[src/rtl/wdt_pkg.sv]
package wdt_pkg;
    localparam int REG_IDX_W = 3;

    localparam logic [REG_IDX_W-1:0] IDX_IRQ   = 3'd0;
    localparam logic [REG_IDX_W-1:0] IDX_CTRL  = 3'd1;
    localparam logic [REG_IDX_W-1:0] IDX_COUNT = 3'd2;
    localparam logic [REG_IDX_W-1:0] IDX_MCTL  = 3'd3;
    localparam logic [REG_IDX_W-1:0] IDX_MVAL  = 3'd4;
    localparam logic [REG_IDX_W-1:0] IDX_XMATCH = 3'd5;
    localparam logic [REG_IDX_W-1:0] IDX_PLEN  = 3'd6;
    localparam logic [REG_IDX_W-1:0] IDX_CAUSE = 3'd7;

    // match control bit positions (decoded by the counter and pulse logic)
    localparam int MC_IRQ    = 0;
    localparam int MC_STOP   = 2;
    localparam int MC_RINT   = 3;
    localparam int MC_REXT   = 4;
    localparam int MC_FINT   = 5;
    localparam int MC_FEXT   = 6;
    localparam int MC_W      = 7;
    localparam logic [MC_W-1:0] MC_MASK = 7'h7D;

    typedef enum logic [1:0] {
        XM_NONE   = 2'd0,
        XM_LOW    = 2'd1,
        XM_HIGH   = 2'd2,
        XM_TOGGLE = 2'd3
    } xmatch_mode_e;

    typedef enum logic {
        CS_RUN  = 1'b0,
        CS_HELD = 1'b1
    } cnt_state_e;

    typedef enum logic {
        PS_IDLE  = 1'b0,
        PS_DRIVE = 1'b1
    } pulse_state_e;
endpackage

[src/rtl/wdt_counter.sv]
module wdt_counter
    import wdt_pkg::*;
#(
    parameter int CNT_W = 32
) (
    input  logic             clk,
    input  logic             rst_n,
    input  logic             count_en,
    input  logic             freeze_en,
    input  logic             dbg_halt,
    input  logic             clear,
    input  logic             stop_on_match,
    input  logic [CNT_W-1:0] match_val,
    output logic [CNT_W-1:0] count,
    output logic             hit,
    output logic             held
);
    cnt_state_e       state_q, state_d;
    logic [CNT_W-1:0] next_val;
    logic             advance;

    always_comb begin
        advance  = (state_q == CS_RUN) && count_en && !(freeze_en && dbg_halt) && !clear;
        next_val = count + CNT_W'(1);
        hit      = advance && (next_val == match_val);
        state_d  = state_q;
        unique case (state_q)
            CS_RUN:  if (hit && stop_on_match) state_d = CS_HELD;
            CS_HELD: if (clear)                state_d = CS_RUN;
        endcase
    end

    always_ff @(posedge clk or negedge rst_n) begin
        if (!rst_n) state_q <= CS_RUN;
        else        state_q <= state_d;
    end

    always_ff @(posedge clk or negedge rst_n) begin
        if (!rst_n)       count <= '0;
        else if (clear)   count <= '0;
        else if (advance) count <= next_val;
    end

    assign held = (state_q == CS_HELD);
endmodule

[src/rtl/wdt_pulse.sv]
module wdt_pulse
    import wdt_pkg::*;
#(
    parameter int LEN_W = 16
) (
    input  logic             clk,
    input  logic             rst_n,
    input  logic             trig,
    input  logic             sel_int,
    input  logic             sel_ext,
    input  logic [LEN_W-1:0] len,
    output logic             drive_int,
    output logic             drive_ext,
    output logic             fire,
    output logic             busy,
    output logic [LEN_W-1:0] remain
);
    pulse_state_e state_q, state_d;
    logic         si_q, se_q;

    always_comb begin
        fire    = (state_q == PS_IDLE) && trig && (sel_int || sel_ext);
        state_d = state_q;
        unique case (state_q)
            PS_IDLE:  if (fire)          state_d = PS_DRIVE;
            PS_DRIVE: if (remain == '0)  state_d = PS_IDLE;
        endcase
    end

    always_ff @(posedge clk or negedge rst_n) begin
        if (!rst_n) begin
            state_q <= PS_IDLE;
            remain  <= '0;
            si_q    <= 1'b0;
            se_q    <= 1'b0;
        end else begin
            state_q <= state_d;
            if (fire) begin
                remain <= len;
                si_q   <= sel_int;
                se_q   <= sel_ext;
            end else if (state_q == PS_DRIVE && remain != '0) begin
                remain <= remain - LEN_W'(1);
            end
        end
    end

    always_comb begin
        busy      = (state_q == PS_DRIVE);
        drive_int = busy && si_q;
        drive_ext = busy && se_q;
    end
endmodule

[src/rtl/wdt_timer.sv]
module wdt_timer
    import wdt_pkg::*;
#(
    parameter int CNT_W = 32,
    parameter int LEN_W = 16
) (
    input  logic        clk,
    input  logic        rst_n,
    input  logic        por_n,
    input  logic        bus_sel,
    input  logic        bus_we,
    input  logic [4:0]  bus_addr,
    input  logic [31:0] bus_wdata,
    output logic [31:0] bus_rdata,
    input  logic        dbg_halt,
    output logic        irq,
    output logic        int_rst_req,
    output logic        ext_rst_out,
    output logic        ext_match_out
);
    localparam int DATA_W = 32;

    logic                 wr;
    logic [REG_IDX_W-1:0] idx;
    logic                 unused_addr_lsb;

    logic             en_q, clr_q, frz_q, irq_q, xpin_q, cause_q;
    logic [MC_W-1:0]  mc_q;
    logic [CNT_W-1:0] match_q;
    logic [LEN_W-1:0] plen_q;
    xmatch_mode_e     xmode_q;

    logic [CNT_W-1:0] cnt_w;
    logic             hit_w, held_w;
    logic             drv_int_w, drv_ext_w, fire_w, busy_w;
    logic [LEN_W-1:0] rem_w;

    assign wr              = bus_sel && bus_we;
    assign idx             = bus_addr[4:2];
    assign unused_addr_lsb = ^bus_addr[1:0];

    wdt_counter #(.CNT_W(CNT_W)) u_cnt (
        .clk           (clk),
        .rst_n         (rst_n),
        .count_en      (en_q),
        .freeze_en     (frz_q),
        .dbg_halt      (dbg_halt),
        .clear         (clr_q),
        .stop_on_match (mc_q[MC_STOP]),
        .match_val     (match_q),
        .count         (cnt_w),
        .hit           (hit_w),
        .held          (held_w)
    );

    wdt_pulse #(.LEN_W(LEN_W)) u_pulse (
        .clk       (clk),
        .rst_n     (rst_n),
        .trig      (hit_w),
        .sel_int   (mc_q[MC_RINT]),
        .sel_ext   (mc_q[MC_REXT]),
        .len       (plen_q),
        .drive_int (drv_int_w),
        .drive_ext (drv_ext_w),
        .fire      (fire_w),
        .busy      (busy_w),
        .remain    (rem_w)
    );

    // register file
    always_ff @(posedge clk or negedge rst_n) begin
        if (!rst_n) begin
            en_q    <= 1'b0;
            clr_q   <= 1'b0;
            frz_q   <= 1'b0;
            mc_q    <= '0;
            match_q <= '0;
            plen_q  <= '0;
            xmode_q <= XM_NONE;
        end else begin
            clr_q <= 1'b0;
            if (wr) begin
                unique case (idx)
                    IDX_CTRL:   {frz_q, clr_q, en_q} <= bus_wdata[2:0];
                    IDX_MCTL:   mc_q    <= bus_wdata[MC_W-1:0] & MC_MASK;
                    IDX_MVAL:   match_q <= bus_wdata[CNT_W-1:0];
                    IDX_XMATCH: xmode_q <= xmatch_mode_e'(bus_wdata[5:4]);
                    IDX_PLEN:   plen_q  <= bus_wdata[LEN_W-1:0];
                    default: ;
                endcase
            end
        end
    end

    // interrupt flag: match set wins over software clear
    always_ff @(posedge clk or negedge rst_n) begin
        if (!rst_n)                                    irq_q <= 1'b0;
        else if (hit_w && mc_q[MC_IRQ])                irq_q <= 1'b1;
        else if (wr && idx == IDX_IRQ && bus_wdata[0]) irq_q <= 1'b0;
    end

    // external match pin
    always_ff @(posedge clk or negedge rst_n) begin
        if (!rst_n) begin
            xpin_q <= 1'b0;
        end else if (hit_w && xmode_q != XM_NONE) begin
            unique case (xmode_q)
                XM_LOW:    xpin_q <= 1'b0;
                XM_HIGH:   xpin_q <= 1'b1;
                XM_TOGGLE: xpin_q <= !xpin_q;
                default:   xpin_q <= xpin_q;
            endcase
        end else if (wr && idx == IDX_XMATCH) begin
            xpin_q <= bus_wdata[0];
        end
    end

    // reset cause survives the system reset
    always_ff @(posedge clk or negedge por_n) begin
        if (!por_n)      cause_q <= 1'b0;
        else if (fire_w) cause_q <= 1'b1;
    end

    always_comb begin
        bus_rdata = '0;
        unique case (idx)
            IDX_IRQ:    bus_rdata[0]   = irq_q;
            IDX_CTRL:   bus_rdata[2:0] = {frz_q, clr_q, en_q};
            IDX_COUNT:  bus_rdata      = DATA_W'(cnt_w);
            IDX_MCTL:   bus_rdata[MC_W-1:0] = mc_q;
            IDX_MVAL:   bus_rdata      = DATA_W'(match_q);
            IDX_XMATCH: bus_rdata[5:0] = {xmode_q, 3'b000, xpin_q};
            IDX_PLEN:   bus_rdata      = DATA_W'(plen_q);
            IDX_CAUSE:  bus_rdata[0]   = cause_q;
        endcase
    end

    assign irq           = irq_q;
    assign int_rst_req   = drv_int_w || mc_q[MC_FINT];
    assign ext_rst_out   = drv_ext_w || mc_q[MC_FEXT];
    assign ext_match_out = xpin_q;
endmodule

[config.mk]
export PLATFORM = sky130hd
export DESIGN_NAME = wdt_timer
export DESIGN_NICKNAME = d
export VERILOG_FILES = /design/src/rtl/wdt_pkg.sv /design/src/rtl/wdt_counter.sv /design/src/rtl/wdt_pulse.sv /design/src/rtl/wdt_timer.sv
export SDC_FILE = /design/constraint.sdc
export NUM_CORES = 1
export LEC_CHECK = 0
export ABC_CLOCK_PERIOD_IN_PS = 5330
export BUFFER_PORTS_ARGS = -buffer_cell sky130_fd_sc_hd__buf_2
export CELL_PAD_IN_SITES_DETAIL_PLACEMENT = 1
export CELL_PAD_IN_SITES_GLOBAL_PLACEMENT = 2
export CORE_ASPECT_RATIO = 1.75
export CORE_MARGIN = 5
export CORE_UTILIZATION = 25
export CTS_CLUSTER_DIAMETER = 50
export DETAILED_ROUTE_END_ITERATION = 10
export GPL_TIMING_DRIVEN = 0
export PLACE_DENSITY_LB_ADDON = 0.1
export SYNTH_ARGS = -nofsm -noshare
export SYNTH_HDL_FRONTEND = slang
export SYNTH_SLANG_ARGS = --single-unit
export TNS_END_PERCENT = 30
[constraint.sdc]
create_clock -name clk -period 5.33 [get_ports clk]
set_input_delay 0.533 -clock clk [delete_from_list [all_inputs] [get_ports clk]]
set_output_delay 0.533 -clock clk [all_outputs]
set_load 0.005 [all_outputs]
==> results of run 1 <==
[worst max-delay path: stages, from the launching register on]
cell and delay [ps]:
dfrtp_1 580, ha_1 340, nand2_1 210, nor4_2 280
buf_4 230, and4b_2 270, o22ai_1 70, nor4_1 310
and4_1 540, and3_2 310, buf_6 170, mux2_2 360
[kinds of logic (layout without fill, tap and decap cells)]
group | count (synthesis) | after routing | synth area share [%]
AND/OR/NAND/NOR | 248 | 248 | 19.9
flip-flops | 114 | 114 | 40.7
AO/OA/AOI/OAI | 113 | 113 | 11.1
multiplexers | 90 | 90 | 14.7
XOR/XNOR | 72 | 72 | 9.00
buffers and inverters | 58 | 167 | 4.25
adder cells (fa/ha/maj) | 2 | 2 | 0.357
[registers in the layout, summed over array words and instances, names as in the netlist, 2 cells and up]
register	count
u_cnt.count	32
plen_q	16
xmode_q	2
u_pulse.remain	16
match_q	32
mc_q	6
[power groups by stage]
stage	registers, mW	clock network [mW]	logic [mW]
6_report	1.14	1.25	0.624
5_1_grt	1.17	1.32	0.689
4_1_cts	1.15	1.30	0.639
3_5_place_dp	1.16	0	0.633
3_3_place_gp	1.16	0	0.617
2_1_floorplan	1.10	0	0.431
[final timing paths]
kind | start | end | depth (start not counted)
setup / recovery | u_cnt.count[0]$_DFFE_PN0P_ | u_pulse.remain[7]$_DFFE_PN0P_ | 11
hold / removal | rst_n | match_q[28]$_DFFE_PN0P_ | 1
setup reg to reg | u_cnt.count[0]$_DFFE_PN0P_ | u_pulse.remain[7]$_DFFE_PN0P_ | 11
hold reg to reg | cause_q$_DFFE_PN0P_ | cause_q$_DFFE_PN0P_ | 1
max in group asynchronous | rst_n | u_pulse.busy$_DFF_PN0_ | 2
min in group clk | bus_wdata[23] | match_q[23]$_DFFE_PN0P_ | 2
[routing by layer]
metal	track usage, %	wire, um	up-vias
li1	-	-	2728
met1	17.7	9680	2987
met3	2.80	599	43
met4	7.66	852	0
met2	33.9	15100	89
met5	0	0	-
[what timing repair did]
item | 4_1_cts | 5_1_grt
buffers inserted | 0 | 0
endpoints found under the setup margin | 0 | 0
hold buffers | 1 | 0
hold endpoints to repair | 1 | 0
[synth_stat cells (all sizes together), types with 3 or more instances]
cell type | n | area, um2
dfrtp | 114 | 2850
mux2 | 82 | 923
nor2 | 62 | 235
nand2 | 42 | 158
xnor2 | 36 | 315
xor2 | 36 | 315
o21ai | 24 | 124
clkbuf | 23 | 106
nand3 | 22 | 123
buf | 20 | 135
nand4 | 20 | 140
a21oi | 19 | 95.1
nor3 | 19 | 95.1
a22o | 17 | 149
a22oi | 15 | 113
inv | 15 | 56.3
nor4 | 15 | 136
and3 | 12 | 78.8
or3 | 10 | 65.1
and4 | 9 | 83.8
nor2b | 8 | 50.1
o22ai | 7 | 43.8
a31oi | 6 | 37.5
mux2i | 6 | 60.1
or4 | 6 | 52.6
and2 | 4 | 25.0
nor3b | 4 | 30.0
o211ai | 4 | 30.0
a21o | 3 | 22.5
a221o | 3 | 30.0
a221oi | 3 | 32.5
nand3b | 3 | 22.5
or2 | 3 | 18.8
[through the flow]
stage	std cells	setup WS, ps	utilization [%]
final	1179	1520	30.6
after global routing	1179	1300	30.6
after CTS	1179	1470	30.6
after detailed placement	1146	1490	28.3
after global placement	1145	1510	28.2
after floorplan	697	2330	-
[cell type report]
cell class                 count  area, um2  area share, %
multi-input combinational    525       3860           45.3
sequential                   114       2850           33.5
clock buffer                  23        478           5.61
tap                          373        467           5.47
timing repair buffer          77        419           4.92
buffer                        43        241           2.83
clock inverter                 9        153           1.79
inverter                      15       56.3          0.660
==> results.json, run 1 <==
{
  "dp.final_hpwl_um": 20800,
  "cts_tree": "yes",
  "p_int_mw": 2.11,
  "holdWs_ps": 54.0,
  "arrival_ps": 4130,
  "finalPower_mw": 3.02,
  "final_cell_area_mm2": 0.00853,
  "final_nets": 838,
  "numCtsBuffers": 17,
  "synth_nets": 742,
  "leakagePower_nw": 3.65,
  "ant_nets": 0,
  "avgSynthCellArea_um2": 10.1,
  "hold_viol": 0,
  "fmax_mhz": 263,
  "grt_max_degree": 63,
  "final_common_cell": "dfrtp_1",
  "first_pass_iters": 4,
  "totalWireLength_um": 26300,
  "outcome": "finished, final reports clean",
  "htreeDepth": 4,
  "required_ps": 5650,
  "syn_area_mm2": 0.00701,
  "io_buffers": 75,
  "worstMarginPinSlew_ps": 1020,
  "peakVddDrop_uv": 241,
  "start_kind": "flop",
  "num-fill-cells": 3208,
  "synth.distinct_cells": 67,
  "sw_frac_of_total_pct": 30.4,
  "core-area_mm2": 0.0279,
  "vias": 5847,
  "grt-ovfl-total": 0,
  "placedInstanceArea_mm2": 0.00789,
  "grt_pass1_wl_um": 40700,
  "cts-root-buf": "clkbuf_16",
  "track_usage_pct": 17.4,
  "p_clk_share_pct": 41.5,
  "clk_latency_ps": 440,
  "reg2reg_slack_ps": 1520,
  "io_pins": 79,
  "netlist_instances": 697,
  "slew_viol_final": 0,
  "timing.final.crit_share_pct": 71.4,
  "ys_warn_count": 0,
  "cts.clk_slew.worst_paths_ps": 60,
  "die_h_um": 232,
  "cts.path.max_buffers": 2,
  "pwr-share-comb_pct": 20.6,
  "routed_via_density": 4.96,
  "synth_edf_count": 0,
  "dominantRegCellSynth": "dfrtp_1",
  "fin_skew_ps": 9.27,
  "slew-limit-headroom_pct": 31.7,
  "powerDensity_mw_per_mm2": 355,
  "hold_path_class": "primary input to async pin",
  "finalSetupViolCount": 0,
  "synth-seq-area-share_pct": 40.7,
  "place_congestion": 0.812,
  "switching_power_mw": 0.919,
  "wl_per_cell_um": 22.3,
  "antenna_found_initial": 0,
  "rows": 81,
  "cts_resized": 0,
  "worst-path-max-fanout": 10,
  "rsz0062_at_grt": "no",
  "fp.dieArea_mm2": 0.0316,
  "fp.dieW_um": 137,
  "path_class": "flop to flop",
  "drc": 0,
  "drive_gt1_share_pct": 29.3,
  "critPathCaptureType": "flop",
  "final_cell_mix": "dfrtp_1 (114), buf_2 (83), mux2_2 (82)",
  "drtIter0Drc": 194,
  "tns_ps": 0,
  "grt_pass1_vias": 6590,
  "clock-sinks": 114,
  "p_seq_share_pct": 37.9,
  "diodes": 0,
  "min_period_ps": 3810,
  "async_flop_share_pct": 100,
  "area_growth_pct": 21.6,
  "max-cap-violations": 0,
  "ys_ff_latch": 114,
  "initial_core_util_pct": 25.1
}
Note: power is estimated with default switching activity, not from simulation.
==> inputs of run 2 (changes only) <==
--- a/config.mk
+++ b/config.mk
@@ -5,7 +5,8 @@
 export SDC_FILE = /design/constraint.sdc
 export NUM_CORES = 1
 export LEC_CHECK = 0
-export ABC_CLOCK_PERIOD_IN_PS = 5330
+export ABC_AREA = 1
+export ABC_CLOCK_PERIOD_IN_PS = 3120
 export BUFFER_PORTS_ARGS = -buffer_cell sky130_fd_sc_hd__buf_2
 export CELL_PAD_IN_SITES_DETAIL_PLACEMENT = 1
 export CELL_PAD_IN_SITES_GLOBAL_PLACEMENT = 2
==> constraint.sdc (replaced) <==
create_clock -name clk -period 3.12 [get_ports clk]
set_input_delay 0.312 -clock clk [delete_from_list [all_inputs] [get_ports clk]]
set_output_delay 0.312 -clock clk [all_outputs]
set_load 0.005 [all_outputs]
==> run 2 against run 1 <==
  * Sequential cell count unchanged
  * Via count up 22%
  * Die area up 1.9%
  * Non-clock buffer count down 11
  * Wire length up 22%
  * Sequential power up 61%
  * Sequential share of layout area down 0.69 points
  * Clock-buffer cell count down 2
  * Largest power group unchanged
  * First-iteration DRC count up 16%
  * Clock power up 62%
  * Combinational power up 38%
  * Hold slack better by 48 ps
==> results.json, run 2 <==
{
  "outcome": "finished, final reports clean",
  "cts.clk_slew.worst_paths_ps": 60,
  "rows": 82,
  "fp.dieArea_mm2": 0.0322,
  "routed_via_density": 4.74,
  "io_pins": 79,
  "synth_top_family_by_area": "simple AND/OR/NAND/NOR gates",
  "netlist_instances": 1013,
  "required_ps": 3440,
  "clock-sinks": 114,
  "fin_ws_ps": 201,
  "synth_xor_area_share_pct": 2.15,
  "synth.distinct_cells": 43,
  "fmax_mhz": 343,
  "largestRegisters": "match_q: 32 flops, u_cnt.count: 32 flops",
  "dominantRegCellSynth": "dfrtp_1",
  "core-area_mm2": 0.0284,
  "critPathCaptureType": "flop",
  "antenna_found_initial": 0,
  "io_buffers": 76,
  "slew_viol_final": 0,
  "final_cell_mix": "nand2_1 (290), inv_1 (126), nand3_1 (114)",
  "cts_tree": "yes",
  "cts.path.max_buffers": 2,
  "synth_nets": 1058,
  "crit_start": "u_cnt.count[0]$_DFFE_PN0P_",
  "ys_top_cells_by_area": "dfrtp_1 (40%), nand2_1 (15%), nand3_1 (8.0%)",
  "synth-adder-area-share_pct": 0.350,
  "ant_nets": 0,
  "clk_latency_ps": 450,
  "crit_path_max_incr_delay_ps": 410,
  "whs_path_depth": 2,
  "start_kind": "flop",
  "wl_per_cell_um": 21.2,
  "worstHoldStart": "bus_wdata[26]",
  "path_class": "flop to flop",
  "avgSynthCellArea_um2": 7.06,
  "arrival_ps": 3240,
  "synth-seq-area-share_pct": 39.9,
  "timing.final.crit_share_pct": 93.5,
  "initial_core_util_pct": 25.2,
  "place_congestion": 0.881,
  "powerDensity_mw_per_mm2": 544,
  "synth_top_area_cell": "dfrtp_1",
  "synth_top_area_share_pct": 39.9,
  "synth_edf_count": 0,
  "muxShareOfSynthArea_pct": 1.57,
  "min_period_ps": 2920,
  "final_common_cell": "nand2_1",
  "worstMarginPinSlew_ps": 1030,
  "die_h_um": 234,
  "finalPower_mw": 4.73,
  "slew-limit-headroom_pct": 30.7,
  "dp.final_hpwl_um": 25800,
  "diodes": 0,
  "syn_area_mm2": 0.00715,
  "grt_max_degree": 62,
  "worst-path-max-fanout": 10,
  "async_flop_share_pct": 100,
  "track_usage_pct": 20.6,
  "ys_warn_count": 0,
  "final_cell_area_mm2": 0.00871,
  "placedInstanceArea_mm2": 0.00804,
  "fin_skew_ps": 8.42,
  "crit_buf_inv": 2,
  "critPathTopFamily": "simple AND/OR/NAND/NOR gates",
  "first_pass_iters": 5,
  "synth_compound_area_share_pct": 11.2,
  "dp_cells": 1468,
  "crit_chain": "inv_1 -> nor2_4 -> nand2_1 -> nor2_4 -> nand2_1 -> nand2_1 -> nand2_1 -> nand2_1 -> nand2_1 -> nor2_1 -> nand2_1 -> nor2_4 -> nand4_4 -> buf_6 -> nand3_1 -> nand3_1",
  "min_to": "match_q[26]$_DFFE_PN0P_",
  "r2r-end": "u_pulse.remain[11]$_DFFE_PN0P_",
  "preCtsSetupSlack_ps": -333,
  "reg2reg_slack_ps": 200,
  "fp.dieW_um": 138,
  "numCtsBuffers": 17,
  "hold_path_class": "primary input to flop",
  "synthSimpleGateAreaFrac_pct": 36.4,
  "finalSetupViolCount": 0,
  "final_nets": 1160,
  "grt_pass1_wl_um": 47700,
  "crit_top_cell": "nand2_1",
  "max-cap-violations": 0,
  "ys_ff_latch": 114,
  "peakVddDrop_uv": 411,
  "synth_common_cells": "nand2_1 (290), inv_1 (126), nand3_1 (115)",
  "vias": 7137,
  "totalWireLength_um": 31900,
  "cts-root-buf": "clkbuf_16",
  "rr_startpoint": "u_cnt.count[0]$_DFFE_PN0P_",
  "slowest_stage": "dfrtp_1",
  "yosysMostFrequentCell": "nand2_1",
  "htreeDepth": 4,
  "reg2regPathDepth": 16,
  "rsz0062_at_grt": "no",
  "grt_pass1_vias": 7712,
  "fin_cells": 1506,
  "leakagePower_nw": 4.15,
  "drtIter0Drc": 226,
  "grt-ovfl-total": 0,
  "hold_viol": 0,
  "drc": 0,
  "area_growth_pct": 21.8,
  "drive_gt1_share_pct": 15.3
}
[run 2: how the worst max path moves through the flow]
stage	to	slack, ps	depth (start not counted)
2_1_floorplan	u_pulse.remain[11]$_DFFE_PN0P_	900	17
3_3_place_gp	u_pulse.remain[1]$_DFFE_PN0P_	-290	14
3_5_place_dp	u_pulse.remain[1]$_DFFE_PN0P_	-330	14
4_1_cts	u_pulse.remain[1]$_DFFE_PN0P_	10	17
5_1_grt	u_pulse.remain[8]$_DFFE_PN0P_	10	16
6_report	u_pulse.remain[11]$_DFFE_PN0P_	200	16
[run 2: cell families after synthesis]
kind of cell,after synthesis
compound gates,135
mux,10
fa+ha+maj,2
xor+xnor,16
buf+inv,156
simple gates,580
flops,114
[run 2: metrics by stage]
step | utilization, % | hold slack (ps) | TNS [ps]
finish | 30.6 | 102 | 0
global route | 30.6 | 94.4 | 0
CTS | 30.4 | 81.3 | 0
detailed placement | 28.3 | 88.3 | -3410
global placement | 28.2 | 87.5 | -11070
floorplan | - | 16.4 | 0
[run 2: area by class of cell]
class / instances / area, um2
fill: 3611 / 19700
multi-input combinational: 743 / 3720
sequential: 114 / 2850
inverter: 130 / 493
tap: 378 / 473
timing repair buffer: 83 / 464
clock buffer: 21 / 450
clock inverter: 11 / 136
buffer: 26 / 115
[run 2: routing by layer]
layer,GRT usage (%),share of wire [%],wire length [um]
met4,6.92,2.5,810
met2,42.1,60,19100
met5,0,0,0
met1,20.7,36,11600
met3,2.60,1.5,468
[run 2: power breakdown]
group / leakage [nW] / internal [mW] / total, mW / switching [mW]
combinational: 2.48 / 0.286 / 0.861 / 0.575
clock: 0.290 / 1.27 / 2.03 / 0.766
sequential: 1.37 / 1.67 / 1.84 / 0.173
[run 2: repair_timing]
| action | CTS | global route |
|---|---|---|
| gates resized for setup | 3 | 8 |
| pin swaps | 0 | 3 |
| hold buffers | 2 | 0 |
| setup endpoints to repair | 23 | 20 |
| buffers inserted | 0 | 4 |
| hold endpoints to repair | 53 | 0 |
[run 2: worst register-to-register path, cell delays in order, from the launching register on]
cell	delay [ps]
dfrtp_1	410
inv_1	150
nor2_4	270
nand2_1	170
nor2_4	250
nand2_1	80
nand2_1	80
nand2_1	70
nand2_1	60
nand2_1	70
nor2_1	250
nand2_1	140
nor2_4	200
nand4_4	200
buf_6	220
nand3_1	70
nand3_1	90
==> inputs of run 3 (changes only) <==
--- a/config.mk
+++ b/config.mk
@@ -11,7 +11,7 @@
 export CELL_PAD_IN_SITES_DETAIL_PLACEMENT = 1
 export CELL_PAD_IN_SITES_GLOBAL_PLACEMENT = 2
 export CORE_ASPECT_RATIO = 1.75
-export CORE_MARGIN = 5
+export CORE_MARGIN = 4
 export CORE_UTILIZATION = 25
 export CTS_CLUSTER_DIAMETER = 50
 export DETAILED_ROUTE_END_ITERATION = 10
==> run 3 against run 2 <==
  * Highest routed layer unchanged
  * Non-clock buffer count down 3
  * Total power down 0.63%
  * Clock power about the same
  * Critical path depth decreased by 8
  * Largest power group unchanged
  * Maximum frequency increased by 0.25%
  * Sequential cell count stayed put
==> results.json, run 3 (same netlist as run 2, synthesis figures left out) <==
{
  "hold_path_class": "primary input to flop",
  "dp.final_hpwl_um": 25300,
  "clock-sinks": 114,
  "start_kind": "primary input",
  "fp.dieW_um": 136,
  "hold_viol": 0,
  "routed_via_density": 4.77,
  "rsz0062_at_grt": "no",
  "slew-limit-headroom_pct": 38.5,
  "worstMarginPinSlew_ps": 915,
  "worst-path-max-fanout": 10,
  "fmax_mhz": 344,
  "clk_latency_ps": 440,
  "htreeDepth": 4,
  "arrival_ps": 2600,
  "fp.dieArea_mm2": 0.0315,
  "final_nets": 1157,
  "drc": 0,
  "fin_skew_ps": 12.2,
  "fin_cells": 1498,
  "rows": 81,
  "totalWireLength_um": 31500,
  "min_period_ps": 2910,
  "final_cell_area_mm2": 0.00866,
  "vias": 7150,
  "timing.final.crit_share_pct": 93.3,
  "largestRegisters": "match_q: 32 flops, u_cnt.count: 32 flops",
  "grt-ovfl-total": 0,
  "drive_gt1_share_pct": 14.8,
  "final_common_cell": "nand2_1",
  "utilization_pct": 30.9,
  "reg2reg_slack_ps": 260,
  "grt_pass1_vias": 7805,
  "fin_ws_ps": 209,
  "powerDensity_mw_per_mm2": 543,
  "slew_viol_final": 0,
  "initial_core_util_pct": 25.5,
  "cts.path.max_buffers": 2,
  "die_h_um": 232,
  "area_growth_pct": 21.2,
  "wl_per_cell_um": 21.0,
  "path_class": "primary input to output pin",
  "place_congestion": 0.883,
  "grt_pass1_wl_um": 47500,
  "grt_max_degree": 80,
  "diodes": 0,
  "ant_nets": 0,
  "io_buffers": 76,
  "antenna_found_initial": 0,
  "finalSetupViolCount": 0,
  "core-area_mm2": 0.0281,
  "max-cap-violations": 0,
  "leakagePower_nw": 4.12,
  "preCtsSetupSlack_ps": -251,
  "drtIter0Drc": 305,
  "cts-root-buf": "clkbuf_16",
  "required_ps": 2810,
  "peakVddDrop_uv": 400,
  "numCtsBuffers": 17,
  "critPathCaptureType": "output pin",
  "track_usage_pct": 20.7,
  "cts_tree": "yes",
  "dp_cells": 1463,
  "io_pins": 79,
  "placedInstanceArea_mm2": 0.00803,
  "final_cell_mix": "nand2_1 (290), inv_1 (126), nand3_1 (115)",
  "finalPower_mw": 4.70,
  "cts.clk_slew.worst_paths_ps": 60,
  "first_pass_iters": 5,
  "outcome": "finished, final reports clean"
}
## run 3: worst paths after layout
check	cells after the start	from	to
max in group asynchronous	3	rst_n	u_cnt.count[10]$_DFFE_PN0P_
hold reg to reg	1	cause_q$_DFFE_PN0P_	cause_q$_DFFE_PN0P_
min in group asynchronous	2	por_n	cause_q$_DFFE_PN0P_
hold / removal	2	bus_wdata[26]	match_q[26]$_DFFE_PN0P_
setup reg to reg	17	u_cnt.count[1]$_DFFE_PN0P_	u_pulse.remain[8]$_DFFE_PN0P_
setup / recovery	8	bus_addr[3]	bus_rdata[27]
## run 3: area by class of cell
| class | count | area, um2 |
|---|---|---|
| multi-input combinational | 743 | 3710 |
| buffer | 26 | 114 |
| fill | 3561 | 19400 |
| tap | 373 | 467 |
| clock inverter | 9 | 105 |
| inverter | 130 | 493 |
| sequential | 114 | 2850 |
| timing repair buffer | 80 | 442 |
| clock buffer | 23 | 478 |
## run 3: power by group
part / switching (mW) / total [mW] / internal [mW]
Clock: 0.775 / 2.01 / 1.23
Sequential: 0.173 / 1.84 / 1.67
Combinational: 0.571 / 0.854 / 0.283
## run 3: what timing repair did
action | 4_1_cts | 5_1_grt
gates resized for setup | 4 | 3
setup endpoints to repair | 21 | 19
endpoints found under the hold margin | 35 | 0
hold buffers | 2 | 0
setup buffers | 0 | 1
pin swaps | 0 | 2
## run 3: metrics by stage
step	TNS (ps)	hold slack (ps)
after floorplan	0	16.4
after global placement	-12730	87.4
after detailed placement	-1720	88.5
after CTS	0	81.2
after global routing	0	110
final	0	107
## run 3: per-layer routing
| layer | global-route usage [%] | part of all wire [%] | wire length, um |
|---|---|---|---|
| met5 | 0 | 0 | 0 |
| met4 | 6.40 | 2.6 | 807 |
| met3 | 2.86 | 2.1 | 654 |
| met2 | 42.4 | 59 | 18600 |
| met1 | 21.0 | 36 | 11500 |
## run 3: worst max-delay path, cell delays in order
cell	delay [ps]
buf_2	120
inv_1	70
nor3_1	680
inv_1	120
clkbuf_1	370
clkbuf_1	450
o22ai_1	300
buf_2	160
